### config.mk
export PLATFORM = sky130hd
export DESIGN_NAME = vdup_stage
export DESIGN_NICKNAME = d
export VERILOG_FILES = /design/src/rtl/vdup_pkg.sv /design/src/rtl/vdup_ctrl.sv /design/src/rtl/vdup_lane.sv /design/src/rtl/vdup_stage.sv
export SDC_FILE = /design/constraint.sdc
export NUM_CORES = 1
export LEC_CHECK = 0
export ABC_AREA = 1
export BUFFER_PORTS_ARGS = -buffer_cell sky130_fd_sc_hd__buf_4
export CAP_MARGIN = 5
export CORE_AREA = 5 5 601 603
export CTS_BUF_LIST = sky130_fd_sc_hd__clkbuf_2
export DETAILED_ROUTE_END_ITERATION = 10
export DIE_AREA = 0 0 606 608
export PLACE_DENSITY = 0.3
export SLEW_MARGIN = 20
export SYNTH_ARGS = -nofsm -noshare
export SYNTH_HDL_FRONTEND = slang
export SYNTH_SLANG_ARGS = --single-unit
export TNS_END_PERCENT = 10
### constraint.sdc
create_clock -name clk -period 5.1 [get_ports clk]
set_input_delay 1.02 -clock clk [delete_from_list [all_inputs] [get_ports clk]]
set_output_delay 1.02 -clock clk [all_outputs]
set_load 0.01 [all_outputs]
### src/rtl/vdup_pkg.sv
package vdup_pkg;

  typedef enum logic [1:0] {
    VL_128 = 2'd0,
    VL_256 = 2'd1,
    VL_512 = 2'd2,
    VL_BAD = 2'd3
  } vlen_e;

  typedef enum logic [1:0] {
    CLS_LEGACY   = 2'd0,
    CLS_UNMASKED = 2'd1,
    CLS_MASKED   = 2'd2,
    CLS_BAD      = 2'd3
  } enc_e;

  // Per-lane action chosen by the control decoder.
  typedef enum logic [1:0] {
    LOP_KEEP = 2'd0,
    LOP_DUP  = 2'd1,
    LOP_ZERO = 2'd2
  } lane_op_e;

endpackage

### src/rtl/vdup_ctrl.sv
module vdup_ctrl
  import vdup_pkg::*;
#(
  parameter int NUM_LANES = 8,
  parameter int RSV_W     = 4
) (
  input  logic [1:0]                vlen_sel,
  input  logic [1:0]                enc_sel,
  input  logic [NUM_LANES-1:0]      mask,
  input  logic                      mask_en,
  input  logic                      zero_mode,
  input  logic [RSV_W-1:0]          rsv,
  output logic                      bad_enc,
  output logic [NUM_LANES-1:0][1:0] lane_ops
);

  localparam int CNT_W = $clog2(NUM_LANES) + 1;

  vlen_e            vl;
  enc_e             cls;
  logic [CNT_W-1:0] act_cnt;

  assign vl  = vlen_e'(vlen_sel);
  assign cls = enc_e'(enc_sel);

  // Active lane count per length code.
  always_comb begin
    case (vl)
      VL_128:  act_cnt = CNT_W'(2);
      VL_256:  act_cnt = CNT_W'(4);
      VL_512:  act_cnt = CNT_W'(8);
      default: act_cnt = '0;
    endcase
  end

  // Legality of the reserved field and of the length/class pairing.
  always_comb begin
    bad_enc = (rsv != {RSV_W{1'b1}});
    if (cls == CLS_BAD || vl == VL_BAD)            bad_enc = 1'b1;
    if (vl == VL_512 && cls != CLS_MASKED)         bad_enc = 1'b1;
    if (cls == CLS_LEGACY && vl != VL_128)         bad_enc = 1'b1;
  end

  // Per-lane decision.
  always_comb begin
    for (int j = 0; j < NUM_LANES; j++) begin
      if (bad_enc) begin
        lane_ops[j] = LOP_KEEP;
      end else if (CNT_W'(j) < act_cnt) begin
        if (cls == CLS_MASKED && mask_en && !mask[j])
          lane_ops[j] = zero_mode ? LOP_ZERO : LOP_KEEP;
        else
          lane_ops[j] = LOP_DUP;
      end else begin
        lane_ops[j] = (cls == CLS_LEGACY) ? LOP_KEEP : LOP_ZERO;
      end
    end
  end

endmodule

### src/rtl/vdup_lane.sv
module vdup_lane
  import vdup_pkg::*;
#(
  parameter int LANE_W = 64
) (
  input  logic [1:0]        op,
  input  logic [LANE_W-1:0] dup_val,
  input  logic [LANE_W-1:0] old_val,
  output logic [LANE_W-1:0] res
);

  always_comb begin
    case (lane_op_e'(op))
      LOP_DUP:  res = dup_val;
      LOP_ZERO: res = '0;
      default:  res = old_val;
    endcase
  end

endmodule

### src/rtl/vdup_stage.sv
module vdup_stage
  import vdup_pkg::*;
#(
  parameter int LANE_W    = 64,
  parameter int NUM_LANES = 8,
  parameter int RSV_W     = 4,
  localparam int VW       = LANE_W * NUM_LANES
) (
  input  logic                 clk,
  input  logic                 rst,
  input  logic                 in_valid,
  input  logic [VW-1:0]        src,
  input  logic [VW-1:0]        old_dst,
  input  logic [1:0]           vlen_sel,
  input  logic [1:0]           enc_sel,
  input  logic [NUM_LANES-1:0] mask,
  input  logic                 mask_en,
  input  logic                 zero_mode,
  input  logic [RSV_W-1:0]     rsv,
  output logic                 out_valid,
  output logic [VW-1:0]        dst,
  output logic                 illegal
);

  logic                      bad_enc;
  logic [NUM_LANES-1:0][1:0] lane_ops;
  logic [VW-1:0]             next_dst;

  vdup_ctrl #(
    .NUM_LANES (NUM_LANES),
    .RSV_W     (RSV_W)
  ) u_ctrl (
    .vlen_sel  (vlen_sel),
    .enc_sel   (enc_sel),
    .mask      (mask),
    .mask_en   (mask_en),
    .zero_mode (zero_mode),
    .rsv       (rsv),
    .bad_enc   (bad_enc),
    .lane_ops  (lane_ops)
  );

  for (genvar j = 0; j < NUM_LANES; j++) begin : g_lane
    localparam int EVEN = (j / 2) * 2;
    vdup_lane #(
      .LANE_W (LANE_W)
    ) u_lane (
      .op      (lane_ops[j]),
      .dup_val (src[EVEN*LANE_W +: LANE_W]),
      .old_val (old_dst[j*LANE_W +: LANE_W]),
      .res     (next_dst[j*LANE_W +: LANE_W])
    );
  end

  // Control flags carry reset; the wide datapath register does not.
  always_ff @(posedge clk) begin
    if (rst) begin
      out_valid <= 1'b0;
      illegal   <= 1'b0;
    end else begin
      out_valid <= in_valid;
      illegal   <= in_valid & bad_enc;
    end
  end

  always_ff @(posedge clk) begin
    if (in_valid) dst <= next_dst;
  end

endmodule

==> flow_metrics.py <==
metrics = {
    "route": {
        "drtIter0Drc": 1694,
        "wirelength_mm": 219,
        "antenna_left": 0,
        "dr.pass1.iters": 5,
        "drc_errors": 0,
        "wl_per_cell_um": 22.5,
        "avgViaCountPerCell": 2.86,
        "vias": 27900,
    },
    "floorplan": {
        "io_pins": 1559,
        "die_y_um": 608,
        "std_cell_rows": 219,
        "start_util": 0.0615,
        "core_area_um2": 355000,
        "dieArea_um2": 368000,
        "die_w_um": 606,
    },
    "grt": {
        "antenna_found_initial": 180,
        "overflow": 0,
        "grt_pass1_vias": 29400,
        "grt_max_degree": 150,
        "track_usage": 0.113,
        "grt_pass1_wl_mm": 277,
    },
    "logic_synthesis": {
        "syn_inst": 2002,
        "ys_seq_area_frac": 0.707,
        "syn_nets": 3058,
        "avgSynthCellArea_um2": 10.9,
        "yosys_warnings": 0,
        "ys_types": 16,
        "synth-seq-cells": 514,
        "syn_area_um2": 21800,
    },
    "layout": {
        "postLayoutCoreUtil": 0.151,
        "layout_commonest_cell": "dlygate4sd3_1",
        "final_layout_size_suffix_gt1_frac": 0.326,
        "nets": 5888,
        "final_cell_mix": "dlygate4sd3_1 (1,416), buf_4 (1,330), nand2_1 (530)",
        "syn_to_final_growth_pct": 145,
        "design_area_um2": 53500,
    },
    "timing": {
        "hold_viol_final": 0,
        "setup_viol": 0,
        "layout_min_cycle_time_ps": 4660,
        "maxSlewHeadroom": 0.348,
        "setup_tns_ps": 0,
        "fmax_ghz": 0.215,
        "maxSlewViolCount": 0,
        "tightest_slew_ps": 978,
        "min_period_over_period": 0.913,
        "rsz0062_at_grt": "no",
    },
    "cts": {
        "cts_sinks": 514,
        "cts_made_buffers": 173,
        "cts_buffer_depth": 4,
        "htree_num_levels": 4,
        "cts_tree": "done",
        "clock-root-buffer": "clkbuf_2",
        "path_clk_slew_ps": 80,
    },
    "setup_path": {
        "cp_max_fo": 26,
        "crit_type": "in2reg",
        "arrival_ps": 5710,
        "startpoint_type": "input pin",
        "end_kind": "flop",
        "worstPathRequired_ps": 6150,
    },
    "job": {
        "maxCapViolations": 0,
    },
    "min_path": {
        "hp-class": "in2reg",
    },
    "run_status": {
        "outcome": "finished clean",
    },
    "place": {
        "dpl-instance-area_um2": 37700,
        "dp_hpwl_mm": 179,
        "gp_congestion": 0.874,
        "portBuffers": 1302,
    },
    "pwr": {
        "irDropWorstVdd_mv": 0.144,
        "p_leak_nw": 23.0,
        "powerDensity_nw_per_um2": 220,
    },
}
power breakdown:
group	switching, mW	internal, mW	total [mW]	leakage (nW)
Sequential	0.133	5.04	5.17	5.02
Clock	2.30	1.38	3.68	1.12
Combinational	1.30	1.64	2.95	16.9
path summary, 6_finish.rpt:
kind / end / cells after the start / start / slack (ps)
max: dst[312] / 14 / enc_sel[1] / 440
min: dst[126] / 4 / src[62] / 430
cell families (layout without fill, tap and decap cells):
kind of cell | after synthesis | count (layout) | share of synthesized area
flops | 514 | 514 | 0.707
other cells | 0 | 60 | 0
compound gates | 515 | 515 | 0.118
simple gates | 576 | 576 | 0.101
fa+ha+maj | 11 | 11 | 0.00631
buf+inv | 386 | 3328 | 0.0674
cell usage after synthesis (all sizes together):
master / number / share of area
a21oi: 1 / 0.00040
buf: 17 / 0.0039
clkbuf: 88 / 0.015
dfxtp: 2 / 0.0018
edfxtp: 512 / 0.71
ha: 11 / 0.0063
inv: 281 / 0.048
nand2: 539 / 0.093
nand3: 12 / 0.0028
nand4: 1 / 0.00029
nor2: 24 / 0.0051
o21ai: 514 / 0.12
repair_timing:
action	4_1_cts	5_1_grt
resized for setup	0	0
endpoints found under the hold margin	680	0
setup buffers	0	0
hold buffers	1416	0
final cells by class:
class	count	area, µm²
Inverter	281	1050
Tap cell	4751	5940
Sequential cell	514	15400
Fill cell	40400	301000
Antenna cell	60	150
Clock buffer	231	1160
Multi-Input combinational cell	1102	5060
Clock inverter	56	304
Timing Repair Buffer	2760	24400
registers in the layout (all words and copies together), names as in the netlist:
name       cells
dst          512
illegal        1
out_valid      1
per-layer routing:
metal	GRT usage	routed length (µm)	vias to the layer above
li1	-	-	12600
met1	0.128	84300	13600
met2	0.197	108000	1319
met3	0.0344	18100	409
met4	0.0442	8280	80
met5	0	460	-
metrics by stage:
| stage | setup slack, ps | total power [mW] | instances | hold slack [ps] |
|---|---|---|---|---|
| floorplan | 2300 | 5.66 | 2002 | 1100 |
| global placement | 627 | 7.31 | 7992 | 1300 |
| detailed placement | 625 | 7.31 | 7992 | 1300 |
| CTS | 785 | 12.2 | 9695 | 2.22 |
| global route | 572 | 12.5 | 9730 | 138 |
| finish | 441 | 11.8 | 9755 | 428 |
worst max-delay path, cell delays in order:
cell and delay, ps:
dlygate4sd3_1 610, buf_4 180, a21oi_2 140, dlygate4sd3_1 570
nand2_1 50, dlygate4sd3_1 620, nor2_8 220, nand3_1 160
ha_4 490, inv_1 120, nand2_4 310, buf_4 360
o21ai_0 180, dlygate4sd3_1 630
Note: power is estimated with default switching activity, not from simulation.
